[config.mk]
export PLATFORM = sky130hd
export DESIGN_NAME = mem_pd_sequencer
export DESIGN_NICKNAME = d
export VERILOG_FILES = /design/src/rtl/pds_pkg.sv /design/src/rtl/pds_dncnt.sv /design/src/rtl/pds_entry_gate.sv /design/src/rtl/mem_pd_sequencer.sv
export SDC_FILE = /design/constraint.sdc
export NUM_CORES = 1
export LEC_CHECK = 0
export ABC_CLOCK_PERIOD_IN_PS = 5400
export CORE_MARGIN = 2
export CORE_UTILIZATION = 58
export CTS_CLUSTER_SIZE = 28
export DETAILED_ROUTE_END_ITERATION = 10
export GPL_TIMING_DRIVEN = 1
export PLACE_DENSITY = 0.83
export SLEW_MARGIN = 10
export SYNTH_ARGS = -nofsm -noshare
export SYNTH_HDL_FRONTEND = slang
export SYNTH_HIERARCHICAL = 1
export SYNTH_SLANG_ARGS = --single-unit
[constraint.sdc]
create_clock -name clk -period 5.4 [get_ports clk]
set_clock_uncertainty 0.15 [all_clocks]
set_input_delay 1.08 -clock clk [delete_from_list [all_inputs] [get_ports clk]]
set_output_delay 1.08 -clock clk [all_outputs]
set_load 0.02 [all_outputs]
[src/rtl/pds_pkg.sv]
// Package: shared types for the memory power-down sequencer.
// Assumes: consumers import it; the encodings are visible on ports.
package pds_pkg;

    // Sequencer control states
    typedef enum logic [1:0] {
        PDS_ACTIVE    = 2'd0,
        PDS_ENTRY_NOP = 2'd1,
        PDS_DOWN      = 2'd2,
        PDS_EXIT_WAIT = 2'd3
    } pds_state_e;

    // Power-down class reported on pd_mode
    typedef enum logic [1:0] {
        PDM_NONE      = 2'b00,
        PDM_PRECHARGE = 2'b01,
        PDM_ACTIVE    = 2'b10
    } pds_mode_e;

    // Number of forced NOP cycles that follow the entry cycle
    localparam int unsigned PDS_POST_ENTRY_NOPS = 2;

endpackage

[src/rtl/pds_dncnt.sv]
// Module: pds_dncnt
// Loadable down-counter that stops at zero. It is used for the
// enable-line hold time, the entry NOP window and the exit latency.
// Assumes: load takes priority over counting; zero_o comes from the register.
module pds_dncnt #(
    parameter int unsigned W = 8
) (
    input  logic         clk,
    input  logic         rst_n,
    input  logic         load,
    input  logic [W-1:0] load_val,
    output logic         zero_o
);
    logic [W-1:0] cnt_q;

    // Load a new count, or step down toward zero
    always_ff @(posedge clk) begin
        if (!rst_n)
            cnt_q <= '0;
        else if (load)
            cnt_q <= load_val;
        else if (cnt_q != '0)
            cnt_q <= cnt_q - 1'b1;
    end

    assign zero_o = (cnt_q == '0);
endmodule

[src/rtl/pds_entry_gate.sv]
// Module: pds_entry_gate
// Decodes the scheduler and bank inputs into entry permission, exit request
// and power-down class.
// Assumes: the busy flags already cover each access up to the end of its
// postamble. Purely combinational.
module pds_entry_gate
    import pds_pkg::*;
#(
    parameter int unsigned NUM_BANKS = 8
) (
    input  logic                 pd_req,
    input  logic                 rd_busy,
    input  logic                 wr_busy,
    input  logic                 ref_due,
    input  logic [NUM_BANKS-1:0] bank_open,
    output logic                 entry_ok,
    output logic                 exit_req,
    output pds_mode_e            mode_class
);
    logic [NUM_BANKS:0] open_chain;

    // Ripple OR across banks: any open row selects active power-down
    assign open_chain[0] = 1'b0;
    for (genvar b = 0; b < NUM_BANKS; b++) begin : g_bank
        assign open_chain[b+1] = open_chain[b] | bank_open[b];
    end

    // Classify entry and exit conditions
    always_comb begin
        entry_ok   = pd_req && !rd_busy && !wr_busy && !ref_due;
        exit_req   = !pd_req || ref_due;
        mode_class = open_chain[NUM_BANKS] ? PDM_ACTIVE : PDM_PRECHARGE;
    end
endmodule

[src/rtl/mem_pd_sequencer.sv]
// Module: mem_pd_sequencer (top)
// Drives the active-low DRAM clock enable, forces the post-entry and exit
// NOPs, blocks the scheduler until the exit latency has run out, and reports
// the power-down class.
// Assumes: cfg_tcke and cfg_tpdex are static while the block is out of
// ACTIVE. A value of zero behaves like one.
module mem_pd_sequencer
    import pds_pkg::*;
#(
    parameter int unsigned NUM_BANKS = 8,
    parameter int unsigned CNT_W     = 8
) (
    input  logic                 clk,
    input  logic                 rst_n,
    input  logic [CNT_W-1:0]     cfg_tcke,
    input  logic [CNT_W-1:0]     cfg_tpdex,
    input  logic                 pd_req,
    input  logic [NUM_BANKS-1:0] bank_open,
    input  logic                 rd_busy,
    input  logic                 wr_busy,
    input  logic                 ref_due,
    output logic                 cke_n,
    output logic                 cmd_block,
    output logic                 force_nop,
    output logic [1:0]           pd_mode
);
    localparam logic [CNT_W-1:0] NOP_LOAD = CNT_W'(PDS_POST_ENTRY_NOPS);

    pds_state_e state_q, state_d;
    pds_mode_e  mode_q, mode_class;
    logic       cke_n_q, exit_pend_q;
    logic       entry_ok, exit_req, entry_go, exit_go;
    logic       hold_zero, nop_zero, pdex_zero;
    logic [CNT_W-1:0] tcke_load, tpdex_load;

    // Convert lengths to down-counter loads, clamping zero to one cycle
    always_comb begin
        tcke_load  = (cfg_tcke  == '0) ? '0 : cfg_tcke  - 1'b1;
        tpdex_load = (cfg_tpdex == '0) ? '0 : cfg_tpdex - 1'b1;
    end

    pds_entry_gate #(.NUM_BANKS(NUM_BANKS)) u_gate (
        .pd_req     (pd_req),
        .rd_busy    (rd_busy),
        .wr_busy    (wr_busy),
        .ref_due    (ref_due),
        .bank_open  (bank_open),
        .entry_ok   (entry_ok),
        .exit_req   (exit_req),
        .mode_class (mode_class)
    );

    // Enable-line minimum hold, reloaded on every level change
    pds_dncnt #(.W(CNT_W)) u_hold (
        .clk(clk), .rst_n(rst_n), .load(entry_go || exit_go),
        .load_val(tcke_load), .zero_o(hold_zero)
    );

    // Forced NOP window after the entry cycle
    pds_dncnt #(.W(CNT_W)) u_nop (
        .clk(clk), .rst_n(rst_n), .load(entry_go),
        .load_val(NOP_LOAD), .zero_o(nop_zero)
    );

    // Exit latency before the scheduler is released
    pds_dncnt #(.W(CNT_W)) u_pdex (
        .clk(clk), .rst_n(rst_n), .load(exit_go),
        .load_val(tpdex_load), .zero_o(pdex_zero)
    );

    // Entry and exit triggers
    always_comb begin
        entry_go = (state_q == PDS_ACTIVE) && entry_ok && hold_zero;
        exit_go  = (state_q == PDS_DOWN) && (exit_pend_q || exit_req) && hold_zero;
    end

    // Next-state selection
    always_comb begin
        state_d = state_q;
        unique case (state_q)
            PDS_ACTIVE:    if (entry_go)  state_d = PDS_ENTRY_NOP;
            PDS_ENTRY_NOP: if (nop_zero)  state_d = PDS_DOWN;
            PDS_DOWN:      if (exit_go)   state_d = PDS_EXIT_WAIT;
            PDS_EXIT_WAIT: if (pdex_zero) state_d = PDS_ACTIVE;
            default:                      state_d = PDS_ACTIVE;
        endcase
    end

    // State, enable line, captured class and latched exit request
    always_ff @(posedge clk) begin
        if (!rst_n) begin
            state_q     <= PDS_ACTIVE;
            cke_n_q     <= 1'b0;
            mode_q      <= PDM_NONE;
            exit_pend_q <= 1'b0;
        end else begin
            state_q <= state_d;
            if (entry_go) begin
                cke_n_q <= 1'b1;
                mode_q  <= mode_class;
            end else if (exit_go) begin
                cke_n_q <= 1'b0;
                mode_q  <= PDM_NONE;
            end
            if (exit_go || state_q == PDS_ACTIVE || state_q == PDS_EXIT_WAIT)
                exit_pend_q <= 1'b0;
            else if (exit_req)
                exit_pend_q <= 1'b1;
        end
    end

    // Moore outputs
    always_comb begin
        cke_n     = cke_n_q;
        cmd_block = (state_q != PDS_ACTIVE);
        force_nop = (state_q == PDS_ENTRY_NOP) || (state_q == PDS_EXIT_WAIT);
        pd_mode   = mode_q;
    end
endmodule

== Word level (Yosys, flattened, before mapping) ==
Index checks and enable logic that the tools add are counted.
Word-level totals
  register bits: 30
  input port bits: 30
  word-level logic and storage cells: 80
Operators by class
  muxes and demuxes: 18
  equal/unequal tests: 7
  $add $sub $neg: 5
  reduce and logical (&&, ||, !) cells: 34
  bitwise gates (word level): 8
Operator list (count)
  $mux W8: 6
  $logic_not A8 Y1: 5
  $sub A8 B1 Y8 const B: 5
  $reduce_bool A8 Y1: 3
  $mux W2: 9
  $reduce_bool A2 Y1: 5
  $ne A2 B2 Y1 const B: 4
  $pmux W2 S4: 1
  $logic_and A1 B1 Y1: 7
  $or A1 B1 Y1: 7
  $logic_or A1 B1 Y1: 6
  $eq A2 B2 Y1 const B: 2
  $logic_not A1 Y1: 4
  $reduce_and A4 Y1: 1
  $reduce_or A2 Y1: 2
  $eq A2 B1 Y1 const B: 1
  $logic_not A2 Y1: 1
  $mux W1: 2
  $not A1 Y1: 1

== Longest topological paths before layout ==
Gate-level depths: netlist of the first run.
  word-level depth: 9
  depth in mapped cells: 9
  depth with buffers taken out: 8

== Hierarchy ==
The synthesis of the first run kept the hierarchy.
By module, submodules not included
  pds_dncnt: area each 457.9 um2, sequential area each 160.2 um2, instances 3, cells each 51
  mem_pd_sequencer: area each 730.7 um2, sequential area each 120.1 um2, instances 1, cells each 97
  pds_entry_gate: area each 33.8 um2, sequential area each 0.0 um2, instances 1, cells each 6

== Worst setup path after synthesis of the first run ==
OpenSTA, ideal clock, no wires.
  path kind: input port to flip-flop
  start point: input port ref_due
  end point: register u_hold.cnt_q[3]
  arrival time: 2.330 ns
  path slack: 2.833 ns
  buffers on the path: 0
  stages on the path: 6
  library setup time: 0.087 ns
  cells stage by stage: nand2b_1 -> o211ai_1 -> nand2_1 -> inv_1 -> nand2_1 -> o31ai_1
On the way
  longest elaborated chain between the ends: 6
  elaborated cells between the ends (all ways): 11
Ends and longest elaborated chain
  start, declared: RTL line mem_pd_sequencer.sv:21  | input logic ref_due,
  $logic_not A1 Y1 / $logic_or A1 B1 Y1 (equally long branches): RTL line pds_entry_gate.sv:30, pds_entry_gate.sv:31
  $logic_and A1 B1 Y1 / $logic_or A1 B1 Y1 (equally long branches): RTL line pds_entry_gate.sv:30, mem_pd_sequencer.sv:74
  $logic_and A1 B1 Y1, on equally long branches (2 in series): RTL line mem_pd_sequencer.sv:73, mem_pd_sequencer.sv:74
  $logic_or A1 B1 Y1 *: RTL line mem_pd_sequencer.sv:55  | .clk(clk), .rst_n(rst_n), .load(entry_go || exit_go),
  $mux W8 / $reduce_bool A2 Y1 (equally long branches)
  end signal, assigned: RTL line pds_dncnt.sv:21  | cnt_q <= load_val;
  end signal, assigned: RTL line pds_dncnt.sv:23  | cnt_q <= cnt_q - 1'b1;
  end, declared: RTL line pds_dncnt.sv:14  | logic [W-1:0] cnt_q;
Every way passes the cells marked *; elsewhere a longest branch is shown, timed or not.
A chain may end at the register's enable or synchronous reset.

== Worst setup path in the final report of the first run ==
  start point: input port ref_due
  end point: register u_hold.cnt_q[3]
On the way
  longest elaborated chain between the ends: 6
  elaborated cells between the ends (all ways): 11
Ends and longest elaborated chain
  $logic_or A1 B1 Y1 *: RTL line pds_entry_gate.sv:31  | exit_req = !pd_req || ref_due;
  net exit_req: RTL line mem_pd_sequencer.sv:32  | logic entry_ok, exit_req, entry_go, exit_go;
  $logic_or A1 B1 Y1 *: RTL line mem_pd_sequencer.sv:74  | exit_go = (state_q == PDS_DOWN) && (exit_pend_q || exit_req) && hold_zero;
  $logic_and A1 B1 Y1 * (2 in series): RTL line mem_pd_sequencer.sv:74
  $logic_or A1 B1 Y1 *: RTL line mem_pd_sequencer.sv:55
  $mux W8 / $reduce_bool A2 Y1 (equally long branches)
The timed path passes the listed nets; every way through them passes the cells marked *.

==> results.md, run 1 <==
- The run finished with clean final reports.
- The total negative slack for setup checks is 0 ps.
- Relative to the synthesized area, the layout overhead comes to 23.2%.
- The global-route total usage across every layer is 0.235.
- The finished layout holds 347 standard cells, fillers aside.
- The dominant delay contributor by cell family on the critical path is buffers and inverters.
- Clock latency on the worst-skew pair, taken at its later pin, is approximately 280 ps.
- The number of buffers inserted for hold repair after clock tree synthesis is 0.
- The core utilization of the finished layout is 0.730.
- At the end of routability-driven placement, the weighted congestion stood at ~0.83.
- The initialized floorplan defines 22 standard-cell rows.
- The kind of start point of the critical path is a primary input.
- The total buffers and inverters traversed by the critical path is 2.
- Buffers placed on the I/O ports in this run total 34.
- In this run the most critical hold path is launched from pd_mode[0].
- The share of total power dissipated in combinational logic is 0.475.
- The antenna diode count is 0.
- Of the total power, the share spent switching nets is 0.385.
- The start point of the critical path is ref_due.
- The type of destination of the critical path is a flop.
- Of the cells placed in the final design, the portion with a size suffix greater than 1 is 0.100.
- The number of remaining DRC errors is 0.
- The largest individual stage delay along the critical path comes from the cell clkdlybuf4s50_1.
- STA puts the critical path data arrival time at roughly 3000 ps.
- The worst reg2reg path startpoint is u_hold/cnt_q[3].
- The internal power contribution is 683 uW.
- The max-capacitance violation count is 0.
- For this design the static power due to leakage is around 1.0 nW.
- The final route contains approximately 1900 vias.
- The core region is 3610 sq um.
- Entering global routing, the biggest net connects 33 pins.
- By instance count, the leading cell after synthesis is dfxtp_1.
- The filler cells instantiated in the layout total 278.
- The number of setup violations in the final report is 0.
- The required arrival time at the worst endpoint is around 5400 ps.
- Clock-pin slew was measured on the worst setup and hold paths at 60 ps.
- The detail route stage leaves a number of antenna-violating nets equal to 0.
- The distinct cell type count after synthesis is between 40 and 50.
- TritonCTS built the clock tree.
- The share of total power dissipated in sequential elements is 0.336.
- Synthesis produced a netlist whose cell count is roughly 260.
- The maximum fanout encountered on the critical timing path is 9.
- The cell type with the highest occurrence count on the critical path is nand2_1.
- In the routed layout, each cell is associated on average with a via count of around 5.5.
- Setup repair after global routing left no endpoint under its margin.
- The critical path goes through clkdlybuf4s50_1, nand2b_1, o211ai_1, nand2_1, inv_1, nand2_1, o31ai_1.
- Dividing total power by cell area gives a power density of ~420 nW/um^2.
- In this run the worst hold path is classified as reg -> reg.
- For this configuration, the core starts out at a cell density of 0.593.
- The number of clock buffers added by TritonCTS is 5.
- During synthesis, Yosys emitted a total of 6 warnings.
- The number of DRC violations after detailed-routing iteration 0 is 69.
- The I/O pin count is 35.
- Counting flops with an async set or reset pin after synthesis yields a share of 0.
- The die is ~65 um tall.
- Counting flops and latches in the post-synthesis netlist gives 30.
- Among all flip-flop cells after synthesis, the most frequent one is dfxtp_1.
- The worst-case IR drop observed on VDD is about 0.00028 V.
- Buffers added to address setup during post-CTS repair amount to 0.
- The tree built by TritonCTS fans out to 30 sinks.
- Clock tree synthesis selected as its root buffer the cell clkbuf_8.
- After routing the design area is ~2600 sq um.
- The floorplan die width is around 65 um.
- Wires add up to between 4 and 5 mm.
- The fraction of the cycle the final worst path needs is 0.553.
- Ranked by total cell area, the synthesized netlist is headed by dfxtp_1, ha_1, nand3_1.
- The count of TritonRoute iterations in the first routing pass is 4.
- Summing all placed instances gives a cell area of ~2500 sq um.
- The number of synthesized flops with an enable pin is 0.
- The tightest hold path in the finished design has a slack of approximately 340 ps.
- The routed length per instance is 12.7 um.
- The share of total power dissipated in the clock network is 0.189.
- Of all cell types, the one taking the most synthesized area is dfxtp_1.
- On the worst path, the slowest cell contributes a delay of 390 ps.
- The final number of max-transition violations came to 0.
- After synthesis the cells add up to 2140 sq um.
- At the end of the flow, the number of nets in the layout was about 340.
- The total half-perimeter wirelength after legalization and detailed placement is around 3.3 mm.
- The wire length of the first global-routing pass is between 7 and 8 mm.
- The number of global-route vias before repair is roughly 1800.
- The number of H-tree levels is 2.
- The post-layout minimum cycle time is ~3000 ps.
- The number of endpoints with negative hold slack in the final report is 0.
- The aggregate global routing overflow is 0.
- The deepest clock path buffer count is 2.
- The number of antenna violations at the first check in global routing is 0.
- A synthesized cell averages around 8.4 sq um.
- Post-CTS repair changed the size of 0 cells.
- The commonest cells after synthesis are dfxtp_1, nor2_1, nand2_1, nand3_1, inv_1.
- After detailed placement, the design holds a cell count of 339.
- The worst setup path category is in -> reg.
- The sequential-to-total area share from yosys stat is 0.281.
- The portion of synthesized cell area occupied by the leading cell type is 0.281.
- The highest achievable clock rate is between 300 and 400 MHz.
- In this run the power spent charging and discharging nets is approximately 430 uW.
- The die covers 4190 sq um.
==> layout make-up <==
type / count / area, sq um / area share
clock buffer: 8 / 110 / 0.0418
inverter: 18 / 67.6 / 0.0257
multi-input combinational: 208 / 1450 / 0.550
sequential: 30 / 601 / 0.228
tap: 48 / 60.1 / 0.0228
timing repair buffer: 35 / 348 / 0.132
==> per-stage QoR <==
stage               setup WS (ps)  power [mW]
CTS                          2410        1.12
global route                 2180        1.20
detailed placement           2090       0.901
global placement             2270       0.888
finish                       2410        1.11
floorplan                    2830       0.816
==> power groups by stage <==
| stage | Sequential (mW) | Combinational (mW) | Clock [mW] |
|---|---|---|---|
| final | 0.373 | 0.528 | 0.210 |
| after global routing | 0.386 | 0.588 | 0.226 |
| after CTS | 0.373 | 0.530 | 0.215 |
| after detailed placement | 0.377 | 0.524 | 0 |
| after global placement | 0.374 | 0.514 | 0 |
| after floorplan | 0.362 | 0.454 | 0 |
==> placed cells by master (no fill, tap or decap), drive strengths merged <==
cell type / n
a21boi: 3
a311oi: 3
a2111o: 1
mux2: 6
and4bb: 3
nor3: 13
nor3b: 6
nand2b: 1
nor2b: 3
buf: 1
xor2: 3
xnor2: 13
or3b: 2
a31oi: 3
and2: 3
o2111a: 1
a21oi: 5
ha: 11
nand3b: 2
inv: 18
nand4: 3
nand4b: 3
o211ai: 4
o21ai: 10
o31ai: 12
clkbuf: 8
nor2: 25
conb: 8
nand2: 23
nor4: 5
dfxtp: 30
nor4b: 2
clkdlybuf4s50: 34
nand3: 23
mux2i: 4
or2: 1
a21o: 2
o41ai: 1
==> flip-flops by register name, indices dropped and copies added (netlist names) <==
register / flops
pd_mode: 2
cke_n: 1
exit_pend_q: 1
u_hold/cnt_q: 8
u_nop/cnt_q: 8
u_pdex/cnt_q: 8
state_q: 2
==> cells by family after synthesis <==
logic type | count (synthesis) | synth area share
AND/OR/NAND/NOR | 118 | 0.329
AO/OA/AOI/OAI | 45 | 0.153
other | 2 | 0.00351
XOR/XNOR | 16 | 0.0655
buffers and inverters | 24 | 0.0527
flip-flops | 30 | 0.281
multiplexers | 10 | 0.0503
adder cells (fa/ha/maj) | 11 | 0.0644
==> routing by layer <==
metal  vias to the layer above  global-route usage  part of all wire
met3                         9              0.0417             0.039
met5                         -                   0                 0
met2                        35               0.403              0.46
met4                         0              0.0851             0.016
li1                        994                   -                 -
met1                       854               0.293              0.48
==> worst paths after layout <==
check | to | slack (ps) | cells past startpoint
setup / recovery | u_hold/cnt_q[3] | 2410 | 7
hold / removal | pd_mode[0] | 340 | 2
setup reg to reg | u_pdex/cnt_q[1] | 2790 | 7
hold reg to reg | pd_mode[0] | 340 | 2
==> worst min-delay path, delay by kind of cell (launching register included) <==
family	cells	cell delay, ps
AOI/OAI and AO/OA	1	70
DFF	1	310
and+or+nand+nor	1	60
(Power assumes the default switching activity.)
==> run 2, diff against run 1 <==
--- a/config.mk
+++ b/config.mk
@@ -5,13 +5,13 @@
 export SDC_FILE = /design/constraint.sdc
 export NUM_CORES = 1
 export LEC_CHECK = 0
-export ABC_CLOCK_PERIOD_IN_PS = 5400
+export ABC_CLOCK_PERIOD_IN_PS = 2400
 export CORE_MARGIN = 2
-export CORE_UTILIZATION = 58
+export CORE_UTILIZATION = 48
 export CTS_CLUSTER_SIZE = 28
 export DETAILED_ROUTE_END_ITERATION = 10
 export GPL_TIMING_DRIVEN = 1
-export PLACE_DENSITY = 0.83
+export PLACE_DENSITY = 0.73
 export SLEW_MARGIN = 10
 export SYNTH_ARGS = -nofsm -noshare
 export SYNTH_HDL_FRONTEND = slang
==> constraint.sdc (replaced) <==
create_clock -name clk -period 2.4 [get_ports clk]
set_clock_uncertainty 0.15 [all_clocks]
set_input_delay 0.48 -clock clk [delete_from_list [all_inputs] [get_ports clk]]
set_output_delay 0.48 -clock clk [all_outputs]
set_load 0.02 [all_outputs]
==> run 2 against run 1 <==
Effect of this change:
- die area up 19%
- cell area up 4.0%
- first-iteration DRC count up 57%
- count of clock-buffer cells in the layout down 2
- sequential share of layout area down 0.89 points
- register-to-register slack worse by 2600 ps
- critical path depth down 3
- non-clock buffer count up 14
- flip-flop and latch count unchanged
- hold slack worse by 6.1 ps
==> results.md, run 2 (synthesis gave the netlist of run 1 again) <==
- The signal on the critical path passes through inv_1, ha_1, inv_1, clkdlybuf4s50_1.
- The count of TritonRoute iterations in the first routing pass came to 5 (+1).
- The post-placement worst setup slack is -11.2 ps (-2100 ps).
- The endpoint identified for the worst register-to-register timing path is u_pdex/cnt_q[7].
- The overall die area is 5000 sq um (+19%).
- The post-layout minimum cycle time is roughly 2300 ps.
- The cell with the biggest individual delay on the critical path is clkdlybuf4s50_1.
- The number of nets in the finished design is 353 (+4.1%).
- The max-capacitance violation count came to 0 (unchanged).
- The post-layout worst setup margin is 131 ps (-2280 ps).
- The number of endpoints with negative hold slack in the final report is 0 (unchanged).
- The power per standard cell area was 933 nW/um^2 (+120%).
- The final number of max-transition violations is 0 (unchanged).
- The worst min-delay path class is reg -> reg.
- The pin count of the biggest net entering global routing came to 41 (+24%).
- The overall power after layout is 2.56 mW (+130%).
- The routed wire length was 4.70 mm (+6.6%).
- The worst setup path is launched from a flop.
- The total CTS buffers is 5 (unchanged).
- The fraction of final layout cells sized beyond drive strength 1 is 0.144 (+0.0434).
- The floorplan core area is 4320 sq um (+20%).
- The clock sink count is 30 (unchanged).
- The total buffers and inverters traversed by the critical path is 3 (+1).
- The total half-perimeter wirelength after legalization and detailed placement is 3.58 mm (+9.1%).
- The number of buffers inserted for hold repair after clock tree synthesis is 0 (unchanged).
- The row count is 24 (+9.1%).
- Setup repair after global routing left no endpoint under its margin.
- TritonCTS built the clock tree.
- The number of H-tree levels is 2 (unchanged).
- The maximum fanout encountered on the critical timing path was 5 (-4).
- The number of antenna violations at the first check in global routing is 0 (unchanged).
- The number of remaining DRC errors is 0 (unchanged).
- The slack of the worst reg-to-reg path is 180 ps (-2610 ps).
- The fraction of the cycle the final worst path needs is 0.945.
- The area growth from synthesis to layout is 28.1%.
- The number of setup violations in the final report was 0 (unchanged).
- The CTS clock-pin slew for the worst setup and hold paths is 70 ps (about the same).
- The deepest clock path buffer count was 2 (unchanged).
- The hold path startpoint is pd_mode[0].
- The largest vdd supply drop is 0.000574 V (+110%).
- The largest registers in the layout are u_hold/cnt_q x8, u_nop/cnt_q x8, u_pdex/cnt_q x8.
- The number of buffer cells added on primary ports is 34 (unchanged).
- The required arrival time at the worst endpoint is 1770 ps (-3670 ps).
- The run finished with clean final reports.
- The dominant delay contributor by cell family on the critical path is buffers and inverters.
- Counting stages on the worst path, the most repeated cell is inv_1.
- The static leakage came to 1.08 nW (+6.3%).
- The library cell used most frequently in the layout, excluding fill and tap cells, is clkdlybuf4s50_1.
- The global-route total usage across every layer is 0.206 (-0.0286).
- The y dimension of the die is 70.7 um (+9.3%).
- The via count normalized by instance count is 5.45 (-0.11%).
- The starting density of the core was 0.495 (-0.0985).
- The count of vias placed by the detailed router came to 1988 (+5.1%).
- The insertion delay to the later sink of the worst-skew pair is 290 ps (about the same).
- The total negative slack for setup checks was 0 ps (unchanged).
- The number of global-route vias before repair is 1884 (+2.1%).
- The antenna diode count is 0 (unchanged).
- The I/O pin count is 35 (unchanged).
- The number of cells on the worst hold path is 2 (unchanged).
- For hold timing, the worst endpoint is pd_mode[0].
- The routed length per instance is 12.9 um (+1.4%).
- The top cell types in the final layout, fill and taps aside, are clkdlybuf4s50_1, dfxtp_1, nor2_1.
- The worst register-to-register path begins at u_hold/cnt_q[3].
- The number of DRC violations after detailed-routing iteration 0 came to 108 (+57%).
- The data arrival time of the critical path was 1640 ps (-1380 ps).
- The critical path's largest stage delay came to 590 ps (+200 ps).
- The floorplan die width came to 70.7 um (+9.3%).
- The worst setup path is captured at an output pin.
- CTS placed an instance of clkbuf_8 at the clock tree root.
- The final worst hold slack is 329 ps (-6.09 ps).
- The filler-free cell count of the finished design is 365 (+5.2%).
- The cell count after placement is 357 (+5.3%).
- The number of antenna-violating nets in the routed design is 0 (unchanged).
- The worst setup path category is reg -> out.
- The aggregate global routing overflow was 0 (unchanged).
- The weighted congestion at the end of routability-driven global placement came to 0.820 (-0.69%).
- The wire length of the first global-routing pass was 8.47 mm (+8.5%).
- For this run, the top clock speed supported by timing is about 440 MHz.
- The worst reg2reg path depth was 9 (+2).
[run 2: changes by cell type in the layout (fill, tap and decap cells not counted)]
cell and change:
buf_12 +1, clkinv_2 +1, and4bb_2 +1, clkdlybuf4s50_1 -1, buf_4 +13, clkbuf_8 -2, and4bb_1 -1, clkinvlp_4 +1
dlygate4sd2_1 +1
[run 2: worst max-delay path by stage]
stage                          from              end  slack, ps  cells after the start
finish                   state_q[0]        cmd_block        130                      4
global route             state_q[0]        cmd_block          1                      4
CTS                      state_q[0]        cmd_block        110                      4
detailed placement     cfg_tpdex[1]  u_pdex/cnt_q[6]        -10                      8
global placement       cfg_tpdex[1]  u_pdex/cnt_q[6]         20                      8
floorplan           u_hold/cnt_q[0]  u_hold/cnt_q[3]        240                      9
[run 2: timing repair]
action,in CTS,in global routing
setup endpoints to repair,1,2
pin swaps,0,0
hold endpoints to repair,0,0
buffers inserted,0,0
gates resized for setup,1,1
[run 2: cell type report]
class / count / area (sq um)
fillers: 399 / 1580
multi-input cells: 208 / 1450
flip-flops and latches: 30 / 601
repair buffers: 49 / 464
clock buffers: 6 / 82.6
inverters: 18 / 67.6
well taps: 52 / 65.1
clock inverters: 2 / 12.5
[run 2: routing by layer]
layer  share of wire  routed length (um)  global-route usage
met1            0.48                2270               0.279
met2            0.46                2170               0.330
met3           0.042                 197              0.0356
met4           0.014                  65              0.0755
met5               0                   0                   0
[run 2: worst min-delay path: stages, from the launching register on]
cell and delay (ps):
dfxtp_1 310, nand3_1 60, a21boi_0 70
[run 2: power breakdown]
| part | total, mW | switching (mW) | internal (mW) |
|---|---|---|---|
| Sequential | 0.841 | 0.180 | 0.661 |
| Clock | 0.431 | 0.201 | 0.230 |
| Combinational | 1.28 | 0.631 | 0.653 |
| Total | 2.56 | 1.01 | 1.54 |
[run 2: stage by stage]
stage | area [sq um] | utilization
global route | 2740 | 0.634
global placement | 2650 | 0.612
finish | 2740 | 0.634
CTS | 2740 | 0.634
detailed placement | 2650 | 0.612
floorplan | 2160 | -
==> run 3, diff against run 2 <==
--- a/config.mk
+++ b/config.mk
@@ -8,6 +8,7 @@
 export ABC_CLOCK_PERIOD_IN_PS = 2400
 export CORE_MARGIN = 2
 export CORE_UTILIZATION = 48
+export CTS_BUF_LIST = sky130_fd_sc_hd__clkbuf_8 sky130_fd_sc_hd__clkbuf_16
 export CTS_CLUSTER_SIZE = 28
 export DETAILED_ROUTE_END_ITERATION = 10
 export GPL_TIMING_DRIVEN = 1
==> results of run 3 <==
The final DEF is identical to that of run 2; final timing and power are the same.
